## src/rtl/creg_pkg.sv

```systemverilog
package creg_pkg;

    typedef enum logic [1:0] {
        ST_OFF  = 2'd0,
        ST_FWD  = 2'd1,
        ST_SLOW = 2'd2,
        ST_FAST = 2'd3
    } creg_state_e;

    typedef struct packed {
        logic hs;
        logic ls;
    } leg_req_t;

    localparam int LEG_A = 0;
    localparam int LEG_B = 1;
    localparam int N_LEGS = 2;

endpackage

```

## src/rtl/creg_period_gen.sv

```systemverilog
module creg_period_gen #(
    parameter int FULL_PERIOD = 175,
    parameter int JIT_W       = 2,
    parameter int LFSR_W      = 8,
    parameter logic [LFSR_W-1:0] LFSR_TAPS = 8'hB8,
    parameter logic [LFSR_W-1:0] LFSR_SEED = 8'hA5
) (
    input  logic clk,
    input  logic rst_n,
    input  logic dbl_i,
    input  logic jit_en_i,
    output logic tick_o
);
    localparam int HALF_PERIOD = (FULL_PERIOD + 1) / 2;
    localparam int MAX_LIMIT   = FULL_PERIOD - 1 + (1 << JIT_W) - 1;
    localparam int CNT_W       = $clog2(MAX_LIMIT + 1);

    logic [CNT_W-1:0]  cnt_q;
    logic [CNT_W-1:0]  lim_q;
    logic [CNT_W-1:0]  lim_next;
    logic [CNT_W-1:0]  base_lim;
    logic [CNT_W-1:0]  jit_add;
    logic [LFSR_W-1:0] lfsr_q;
    logic [LFSR_W-1:0] lfsr_next;

    assign tick_o    = (cnt_q == lim_q);
    assign base_lim  = dbl_i ? CNT_W'(HALF_PERIOD - 1) : CNT_W'(FULL_PERIOD - 1);
    assign jit_add   = jit_en_i ? CNT_W'(lfsr_q[JIT_W-1:0]) : '0;
    assign lim_next  = base_lim + jit_add;
    assign lfsr_next = {1'b0, lfsr_q[LFSR_W-1:1]} ^ (lfsr_q[0] ? LFSR_TAPS : '0);

    always_ff @(posedge clk or negedge rst_n) begin
        if (!rst_n) begin
            cnt_q  <= '0;
            lim_q  <= CNT_W'(FULL_PERIOD - 1);
            lfsr_q <= LFSR_SEED;
        end else if (tick_o) begin
            cnt_q  <= '0;
            lim_q  <= lim_next;
            lfsr_q <= lfsr_next;
        end else begin
            cnt_q  <= cnt_q + CNT_W'(1);
        end
    end

    AST_COUNT_IN_RANGE: assert property (@(posedge clk) disable iff (!rst_n)
        cnt_q <= lim_q);
    AST_LIMIT_BOUNDED: assert property (@(posedge clk) disable iff (!rst_n)
        lim_q <= CNT_W'(MAX_LIMIT));
    AST_LFSR_ALIVE: assert property (@(posedge clk) disable iff (!rst_n)
        lfsr_q != '0);

endmodule

```

## src/rtl/creg_decay_fsm.sv

```systemverilog
module creg_decay_fsm
    import creg_pkg::*;
#(
    parameter int SP_W = 9
) (
    input  logic                clk,
    input  logic                rst_n,
    input  logic                bridge_en_i,
    input  logic                tick_i,
    input  logic                over_cur_i,
    input  logic [SP_W-1:0]     setpoint_i,
    output leg_req_t [N_LEGS-1:0] leg_req_o
);
    creg_state_e     state_q;
    creg_state_e     state_d;
    logic [SP_W-1:0] sp_q;
    logic [SP_W-1:0] mag_now;
    logic [SP_W-1:0] mag_prev;
    logic            sign_now;
    logic            sign_prev;
    logic            sp_drop;
    logic            fast_neg_q;

    assign sign_now  = setpoint_i[SP_W-1];
    assign sign_prev = sp_q[SP_W-1];
    assign mag_now   = sign_now  ? (~setpoint_i + SP_W'(1)) : setpoint_i;
    assign mag_prev  = sign_prev ? (~sp_q + SP_W'(1))       : sp_q;
    assign sp_drop   = (sign_now != sign_prev) || (mag_now < mag_prev);

    // next-state selection
    always_comb begin
        state_d = state_q;
        if (!bridge_en_i) begin
            state_d = ST_OFF;                                  // T_DISABLE
        end else begin
            unique case (state_q)
                ST_OFF:  if (tick_i) state_d = ST_FWD;         // T_START
                ST_FWD: begin
                    if (sp_drop)         state_d = ST_FAST;    // T_DROP
                    else if (over_cur_i) state_d = ST_SLOW;    // T_TRIP
                end
                ST_SLOW: begin
                    if (sp_drop)     state_d = ST_FAST;        // T_DROP
                    else if (tick_i) state_d = ST_FWD;         // T_RESUME
                end
                ST_FAST: if (!over_cur_i) state_d = ST_FWD;    // T_SETTLED
                default: state_d = ST_OFF;
            endcase
        end
    end

    // state register
    always_ff @(posedge clk or negedge rst_n) begin
        if (!rst_n) begin
            state_q    <= ST_OFF;
            sp_q       <= '0;
            fast_neg_q <= 1'b0;
        end else begin
            state_q <= state_d;
            sp_q    <= setpoint_i;
            if (state_d == ST_FAST && state_q != ST_FAST)
                fast_neg_q <= sign_prev;
        end
    end

    // switch requests per state
    always_comb begin
        leg_req_o = '0;
        unique case (state_q)
            ST_OFF: leg_req_o = '0;
            ST_FWD: begin
                if (sign_now) begin
                    leg_req_o[LEG_B].hs = 1'b1;
                    leg_req_o[LEG_A].ls = 1'b1;
                end else begin
                    leg_req_o[LEG_A].hs = 1'b1;
                    leg_req_o[LEG_B].ls = 1'b1;
                end
            end
            ST_SLOW: begin
                leg_req_o[LEG_A].ls = 1'b1;
                leg_req_o[LEG_B].ls = 1'b1;
            end
            ST_FAST: begin
                if (fast_neg_q) begin
                    leg_req_o[LEG_A].hs = 1'b1;
                    leg_req_o[LEG_B].ls = 1'b1;
                end else begin
                    leg_req_o[LEG_B].hs = 1'b1;
                    leg_req_o[LEG_A].ls = 1'b1;
                end
            end
            default: leg_req_o = '0;
        endcase
    end

    AST_FAST_NEEDS_DROP: assert property (@(posedge clk) disable iff (!rst_n)
        (state_q == ST_FAST && $past(state_q) != ST_FAST) |-> $past(sp_drop));
    AST_SLOW_EXIT_ON_TICK: assert property (@(posedge clk) disable iff (!rst_n)
        ($past(state_q) == ST_SLOW && state_q == ST_FWD) |-> $past(tick_i));
    AST_DRIVE_STARTS_ON_TICK: assert property (@(posedge clk) disable iff (!rst_n)
        ($past(state_q) == ST_OFF && state_q != ST_OFF) |-> $past(tick_i));

endmodule

```

## src/rtl/creg_deadband.sv

```systemverilog
module creg_deadband
    import creg_pkg::*;
#(
    parameter int DEAD_CYC = 4
) (
    input  logic     clk,
    input  logic     rst_n,
    input  leg_req_t req_i,
    output logic     hs_o,
    output logic     ls_o
);
    localparam int IW = (DEAD_CYC < 2) ? 1 : $clog2(DEAD_CYC);
    localparam logic [IW-1:0] IDLE_MAX = IW'(DEAD_CYC - 1);

    logic [IW-1:0] idle_q;

    always_ff @(posedge clk or negedge rst_n) begin
        if (!rst_n) begin
            hs_o   <= 1'b0;
            ls_o   <= 1'b0;
            idle_q <= IDLE_MAX;
        end else if (hs_o || ls_o) begin
            idle_q <= '0;
            if (hs_o && !req_i.hs) hs_o <= 1'b0;
            if (ls_o && !req_i.ls) ls_o <= 1'b0;
        end else begin
            if (idle_q < IDLE_MAX) idle_q <= idle_q + IW'(1);
            if (idle_q >= IDLE_MAX) begin
                hs_o <= req_i.hs;
                ls_o <= req_i.ls;
            end
        end
    end

    AST_REQ_EXCLUSIVE: assert property (@(posedge clk) disable iff (!rst_n)
        !(req_i.hs && req_i.ls));

endmodule

```

## src/rtl/creg_pwm_regulator.sv

```systemverilog
module creg_pwm_regulator
    import creg_pkg::*;
#(
    parameter int SP_W        = 9,
    parameter int FULL_PERIOD = 175,
    parameter int DEAD_CYC    = 4,
    parameter int JIT_W       = 2,
    parameter int LFSR_W      = 8
) (
    input  logic            clk,
    input  logic            rst_n,
    input  logic            bridge_en,
    input  logic            dbl_rate,
    input  logic            jitter_en,
    input  logic [SP_W-1:0] setpoint,
    input  logic            over_cur,
    output logic            gate_hs_a,
    output logic            gate_ls_a,
    output logic            gate_hs_b,
    output logic            gate_ls_b,
    output logic            period_tick
);
    localparam int GAP_W = $clog2(DEAD_CYC + 1);

    leg_req_t [N_LEGS-1:0] leg_req;
    logic     [N_LEGS-1:0] hs_w;
    logic     [N_LEGS-1:0] ls_w;

    creg_period_gen #(
        .FULL_PERIOD(FULL_PERIOD),
        .JIT_W      (JIT_W),
        .LFSR_W     (LFSR_W)
    ) u_period (
        .clk     (clk),
        .rst_n   (rst_n),
        .dbl_i   (dbl_rate),
        .jit_en_i(jitter_en),
        .tick_o  (period_tick)
    );

    creg_decay_fsm #(.SP_W(SP_W)) u_fsm (
        .clk        (clk),
        .rst_n      (rst_n),
        .bridge_en_i(bridge_en),
        .tick_i     (period_tick),
        .over_cur_i (over_cur),
        .setpoint_i (setpoint),
        .leg_req_o  (leg_req)
    );

    for (genvar g = 0; g < N_LEGS; g++) begin : g_leg
        creg_deadband #(.DEAD_CYC(DEAD_CYC)) u_db (
            .clk  (clk),
            .rst_n(rst_n),
            .req_i(leg_req[g]),
            .hs_o (hs_w[g]),
            .ls_o (ls_w[g])
        );

        // run length of both-off cycles seen at this leg's outputs
        logic [GAP_W-1:0] off_run_q;
        always_ff @(posedge clk or negedge rst_n) begin
            if (!rst_n)                      off_run_q <= GAP_W'(DEAD_CYC);
            else if (hs_w[g] || ls_w[g])     off_run_q <= '0;
            else if (off_run_q < GAP_W'(DEAD_CYC)) off_run_q <= off_run_q + GAP_W'(1);
        end

        AST_NO_SHOOT_THROUGH: assert property (@(posedge clk) disable iff (!rst_n)
            !(hs_w[g] && ls_w[g]));
        AST_DEAD_GAP_HS: assert property (@(posedge clk) disable iff (!rst_n)
            $rose(hs_w[g]) |-> off_run_q >= GAP_W'(DEAD_CYC));
        AST_DEAD_GAP_LS: assert property (@(posedge clk) disable iff (!rst_n)
            $rose(ls_w[g]) |-> off_run_q >= GAP_W'(DEAD_CYC));
    end

    assign gate_hs_a = hs_w[LEG_A];
    assign gate_ls_a = ls_w[LEG_A];
    assign gate_hs_b = hs_w[LEG_B];
    assign gate_ls_b = ls_w[LEG_B];

    AST_OFF_WHEN_DISABLED: assert property (@(posedge clk) disable iff (!rst_n)
        (!bridge_en && $past(!bridge_en) && $past(!bridge_en, 2))
            |-> (hs_w == '0 && ls_w == '0));

endmodule

```

## config.mk

```make
export PLATFORM = sky130hd
export DESIGN_NAME = creg_pwm_regulator
export DESIGN_NICKNAME = d
export VERILOG_FILES = /design/src/rtl/creg_pkg.sv /design/src/rtl/creg_period_gen.sv /design/src/rtl/creg_decay_fsm.sv /design/src/rtl/creg_deadband.sv /design/src/rtl/creg_pwm_regulator.sv
export SDC_FILE = /design/constraint.sdc
export NUM_CORES = 1
export LEC_CHECK = 0
export CAP_MARGIN = 20
export CORE_UTILIZATION = 52
export DETAILED_ROUTE_END_ITERATION = 7
export PLACE_DENSITY_LB_ADDON = 0.08
export SLEW_MARGIN = 30
export SYNTH_ARGS = -nofsm -noshare
export SYNTH_HDL_FRONTEND = slang
export SYNTH_SLANG_ARGS = --single-unit
```

## constraint.sdc

```tcl
create_clock -name clk -period 2.22 [get_ports clk]
set_clock_uncertainty 0.15 [all_clocks]
set_input_delay 0.222 -clock clk [delete_from_list [all_inputs] [get_ports clk]]
set_output_delay 0.222 -clock clk [all_outputs]
set_load 0.005 [all_outputs]
```

After elaboration in Yosys (flattened, before gate mapping) --
Index checks and enable logic that the tools add are counted.
Operators by class: $add $sub $neg 6, order comparisons 5, equal/unequal tests 11, multiplexer cells 37, bitwise logic cells 3, reductions and logical operators 21
Operators with widths (number):
- 2-to-1 mux 2 bit | 13
- 2-to-1 mux 8 bit | 3
- adder 9 x 1 -> 9 bit, second input constant | 2
- 2-to-1 mux 9 bit | 2
- inverter 9 bit | 2
- 2-to-1 mux 1 bit | 14
- less-than comparator 9 bit | 1
- adder 8 x 1 -> 8 bit, second input constant | 1
- adder 8 bit | 1
- == test 8 bit | 1
- inequality test 2 x 1 -> 1 bit, second input constant | 4
- one-hot mux 1 bit (4 select lines) | 2
- one-hot mux 2 bit (4 select lines) | 1
- AND reduction 2 bit | 4
- nonzero test 2 bit | 4
- bitwise XOR 7 x 8 -> 8 bit | 1
- == test 2 bit, second input constant | 3
- logical AND 1 bit | 5
- adder 2 x 1 -> 2 bit, second input constant | 2
- >= comparator 2 bit, second input constant | 2
- zero test 1 bit | 4
- less-than comparator 2 bit, second input constant | 2
- one-hot mux 1 bit (2 select lines) | 2
- logical OR 1 bit | 3
- 4 further kinds | 4
Storage, ports and cells: register bits 44, input port bits 15, output and inout port bits 5, word-level logic and storage cells 95

Longest topological paths before layout --
depth in word-level cells 10, mapped depth 12

By module --
From an unflattened synthesis, not the netlist that was laid out.
Second synthesis, totals: cells, all modules 221, area total of the unflattened synthesis 2501.1 um^2
By module, submodules not included:
- creg_period_gen | instances 1, cells each 86, area each 1149.9 um^2
- creg_decay_fsm | instances 1, cells each 109, area each 998.5 um^2
- creg_deadband | instances 2, cells each 13, area each 176.4 um^2

Worst setup path before layout --
No wires, ideal clock.
kind register to register, from register u_fsm.sp_q[4], to register u_fsm.state_q[1], setup time 0.124 ns, arrival time 2.176 ns, data required time 1.946 ns, slack -0.230 ns, cell stages (with the launch flop) 9, clock period less this slack 2.450 ns, path through dfrtp_1 -> or3_1 -> o31ai_1 -> xor2_1 -> ha_1 -> nand4_1 -> o21ai_1 -> a31oi_1 -> o31a_1
On the way: word-level cells in the longest chain between the ends 8, elaborated cells between the ends (all ways) 9, classes of those cells add/sub (1); order compare (1); mux (5); bitwise (1); reduce/logical (1)
Ends and longest elaborated chain:
- start, declared | RTL line creg_decay_fsm.sv:16 | logic [SP_W-1:0] sp_q;
- start signal, assigned | RTL line creg_decay_fsm.sv:60 | sp_q <= setpoint_i;
- inverter 9 bit | RTL line creg_decay_fsm.sv:27 | assign mag_prev = sign_prev ? (~sp_q + SP_W'(1)) : sp_q;
- adder 9 x 1 -> 9 bit | RTL line creg_decay_fsm.sv:27
- 2-to-1 mux 9 bit * | RTL line creg_decay_fsm.sv:27
- less-than comparator 9 bit * | RTL line creg_decay_fsm.sv:28 | assign sp_drop = (sign_now != sign_prev) || (mag_now < mag_prev);
- logical OR 1 bit * | RTL line creg_decay_fsm.sv:28
- 2-to-1 mux 2 bit, on equally long branches | RTL line creg_decay_fsm.sv:43, creg_decay_fsm.sv:39
- one-hot mux 2 bit (4 select lines) * | RTL line creg_decay_fsm.sv:36 | unique case (state_q)
- 2-to-1 mux 2 bit * | RTL line creg_decay_fsm.sv:33 | if (!bridge_en_i) begin
- named net u_fsm.state_d[1] | RTL line creg_decay_fsm.sv:15 | creg_state_e state_d;
- end signal, assigned | RTL line creg_decay_fsm.sv:59 | state_q <= state_d;
- end, declared | RTL line creg_decay_fsm.sv:14 | creg_state_e state_q;
The timed path passes the listed nets; every way through them passes the cells marked *. A chain may end at the register's enable or synchronous reset.

Worst setup path in the final report --
from register u_fsm.sp_q[5], to register u_fsm.state_q[1]
Same word-level chain as after synthesis.

==> summary.md <==
| Metric | Value |
|---|---|
| Clk Latency, worst-skew pair | `290 ps` |
| Worst-path cell chain | `or3_4 > o31ai_4 > xor2_1 > ha_1 > nand4_1 > o21ai_2 > a21oi_1 > o31a_1` |
| Worst path arrival time | `2520 ps` |
| Vertical die dimension | `68.9 um` |
| Setup TNS after final layout | `-787 ps` |
| Worst IR Drop VDD | `0.361 mV` |
| Initial Util | `56.2%` |
| Final Cycle Share | `113%` |
| Number of input and output port buffers inserted | `19` |
| Ys Warns | `0` |
| Power Dens Cells | `694 nW/um2` |
| Weighted congestion at the end of routability-driven global placement | `0.789` |
| Register-to-register path setup slack | `-280 ps` |
| Placed Instance Area | `2750 um2` |
| H-tree depth | `2` |
| Area of combinational cells with multiple inputs | `1250 um2` |
| Slew @ Worst Pin | `342 ps` |
| Clock transition at the register clock pins on the worst setup and hold paths after CTS | `80 ps` |
| Crit-path max FO | `6` |
| First-pass GRT wire length | `7350 um` |
| Largest net degree at the start of global routing | `33` |
| Pins over their slew limit | `0` |
| Number of buffers created by CTS | `5` |
| Tmin final | `2500 ps` |
| Final cell utilization of the core | `70.9%` |
| Maximum capacitance violations | `0` |
| Vias in the first global route | `1,742` |
| Post-route DRC violation count | `0` |
| Area of the mapped netlist | `2330 um2` |
| Leakage Power | `1.31 nW` |
| Type of the setup path with the least slack | `register to register` |
| Drt via density | `5.52` |
| Element type at the critical path start | `register` |
| TritonCTS clock tree | `built` |
| Final HPWL DP | `3360 um` |
| Residual antenna-violating net count after detailed routing | `0` |
| Std cell rows | `23` |
| Final design area excluding fillers | `2940 um2` |
| Outcome | `complete, but fails checks` |
| Share of the yosys chip area belonging to registers | `46.9%` |
| Final setup violating endpoints | `3` |
| Final setup margin | `-281 ps` |
| Drt total wl | `4520 um` |
| Final-stage net count | `299` |
| Share of layout cells above drive strength 1 | `25.6%` |
| Slowest cell on the critical path | `or3_4` |
| Area Growth Syn to Fin | `26.2%` |
| Routed vias | `1,766` |
| I/O Pins | `20` |
| Detailed Routing Iterations Pass 1 | `4` |
| Number of synthesized register bits | `43` |
| Num Clock Sinks | `43` |
| Kind of cell with the highest combined delay on the critical path | `compound AO/OA/AOI/OAI gates` |
| CP Capture Type | `register` |
| Post-Syn Instances | `222` |
| Die area | `4750 um2` |
| Deepest clock path buffer count | `2` |
| WL per Instance | `14.1 um` |
| Antenna diode count | `0` |
| Overall track demand over capacity in global routing | `21.4%` |
| Worst Hold Class | `input port to async pin` |
| Slew headroom | `77.0%` |
| Maximum frequency from static timing analysis | `0.400 GHz` |
| Failing checks | `setup timing` |
| Number of hold-slack violations in the final timing report | `0` |
| Number of fill cells | `309` |
| Clock root cell | `clkbuf_8` |
| Post-Syn Area per Cell | `10.5 um2` |
| Placeable core area | `4140 um2` |
| DR iter-0 viols | `95` |
| Bufs and invs on worst path | `0` |
| Delay contributed by the slowest stage of the critical path | `420 ps` |
| Initial antenna violation count | `0` |
| Required time at the endpoint of the critical path | `2240 ps` |
| Setup repair after global routing missed its margin | `true` |
| Die Width | `68.9 um` |
| Synth cell types | `34` |
| Total grt overflow | `0` |
| Synthesized net count | `252` |
| Reg area | `1090 um2` |
-- metrics by stage --
| step | setup slack, ps | std cells | hold WS [ps] | total power, W |
|---|---|---|---|---|
| 3_5_place_dp | -590 | 306 | -14.2 | 0.00143 |
| 5_1_grt | -353 | 320 | 240 | 0.00214 |
| 6_report | -281 | 320 | 195 | 0.00204 |
| 2_1_floorplan | -78.1 | 222 | -224 | 0.00125 |
| 4_1_cts | -236 | 318 | 204 | 0.00204 |
| 3_3_place_gp | -482 | 306 | -24.7 | 0.00137 |
-- power by group --
| group | leakage (nW) | total (W) | switching, W | internal [W] |
|---|---|---|---|---|
| clock | 0.0524 | 0.000593 | 0.000256 | 0.000337 |
| sequential | 0.513 | 0.000940 | 0.0000587 | 0.000881 |
| combinational | 0.740 | 0.000506 | 0.000255 | 0.000251 |
-- metal layers --
metal  vias to the layer above  GRT usage (%)  part of all wire, %
li1                        866              -                    -
met1                       868           23.4                   42
met4                         0           7.14                  1.0
met5                         -              0                    0
met3                         5           5.10                  3.1
met2                        27           40.2                   54
-- flip-flops by register name, summed over array words and instances (netlist names), 2 cells and up --
signal and flops:
g_leg.u_db.ls_o 2, g_leg.u_db.idle_q 4, u_fsm.sp_q 9, u_period.cnt_q 8
g_leg.u_db.hs_o 2, u_period.lfsr_q 8, u_fsm.state_q 2, u_period.lim_q 7
-- logic make-up (layout without fill, tap and decap cells) --
logic type | Yosys count | after routing | share of synthesized area [%]
AOI/OAI and AO/OA | 42 | 42 | 10.7
DFF | 43 | 43 | 46.9
adders and majority gates | 15 | 15 | 8.06
muxes | 11 | 11 | 5.16
and+or+nand+nor | 65 | 65 | 14.1
buffers and inverters | 14 | 62 | 3.06
xor gates and xnor gates | 32 | 32 | 12.0
-- path summary, 6_finish.rpt --
check | from | end | cells after the start
worst max-delay path | u_fsm.sp_q[5] | u_fsm.state_q[1] | 8
worst min-delay path | rst_n | u_period.cnt_q[5] | 2
worst max register to register | u_fsm.sp_q[5] | u_fsm.state_q[1] | 8
worst min register to register | g_leg[1].u_db.hs_o | g_leg[1].u_db.idle_q[1] | 1
max in group asynchronous | rst_n | u_period.lfsr_q[7] | 3
min in group clk | g_leg[1].u_db.hs_o | g_leg[1].u_db.idle_q[1] | 1
-- synthesized netlist by cell type, drive strengths merged --
master / number / area (um2)
or3: 3 / 18.8
ha: 15 / 188
xor2: 15 / 131
dfstp: 12 / 315
nor2b: 5 / 31.3
o21ai: 8 / 40.0
a31oi: 3 / 18.8
mux2i: 3 / 30.0
nand2b: 4 / 25.0
and2: 2 / 12.5
clkbuf: 3 / 11.3
xnor2: 17 / 149
buf: 3 / 30.0
and3: 3 / 18.8
inv: 8 / 30.0
a211oi: 2 / 15.0
o31ai: 4 / 30.0
a21bo: 1 / 10.0
dfrtp: 31 / 776
nand2: 9 / 33.8
a21o: 2 / 15.0
nor2: 23 / 86.3
nand3: 7 / 35.0
nor4: 1 / 21.3
nor3: 5 / 25.0
o31a: 1 / 8.76
nand4: 2 / 12.5
mux2: 8 / 90.1
o211a: 1 / 10.0
nor4b: 1 / 8.76
a21oi: 19 / 95.1
o22ai: 1 / 6.26
-- worst register-to-register path: stages (launching register included) --
cell and delay (ps):
dfrtp_1 400, or3_4 420, o31ai_4 220, xor2_1 100, ha_1 300, nand4_1 110, o21ai_2 270, a21oi_1 110
o31a_1 300
-- what timing repair did --
action / 4_1_cts / 5_1_grt
gates resized for setup: 7 / 5
cloned: 0 / 0
endpoints found under the setup margin: 4 / 3
pin swaps: 10 / 2
endpoints found under the hold margin: 13 / 0
hold buffers: 1 / 0
setup buffers: 3 / 2
-- cells in the final DEF, fill, tap and decap left out, drive strengths merged, types with 2 or more instances in the layout --
master and count:
clkbuf 7, and2 2, nor2b 5, mux2i 3, a211oi 2, clkdlybuf4s50 17
buf 27, and3 3, nor3 5, dfrtp 31, a21o 2, a21oi 19
ha 15, mux2 8, inv 8, nand4 2, xor2 15, nand3 7
a31oi 3, nand2 9, o21ai 8, or3 3, nor2 23, nand2b 4
dfstp 12, o31ai 4, xnor2 17
-- layout make-up --
type / instances / share of cell area (%)
Inverter: 8 / 1.02
Clock buffer: 7 / 2.60
Sequential cell: 43 / 37.1
Clock inverter: 1 / 1.02
Multi-Input combinational cell: 165 / 42.4
Timing Repair Buffer: 46 / 13.7
Tap cell: 50 / 2.13
Power figures use the tool's default switching activity.
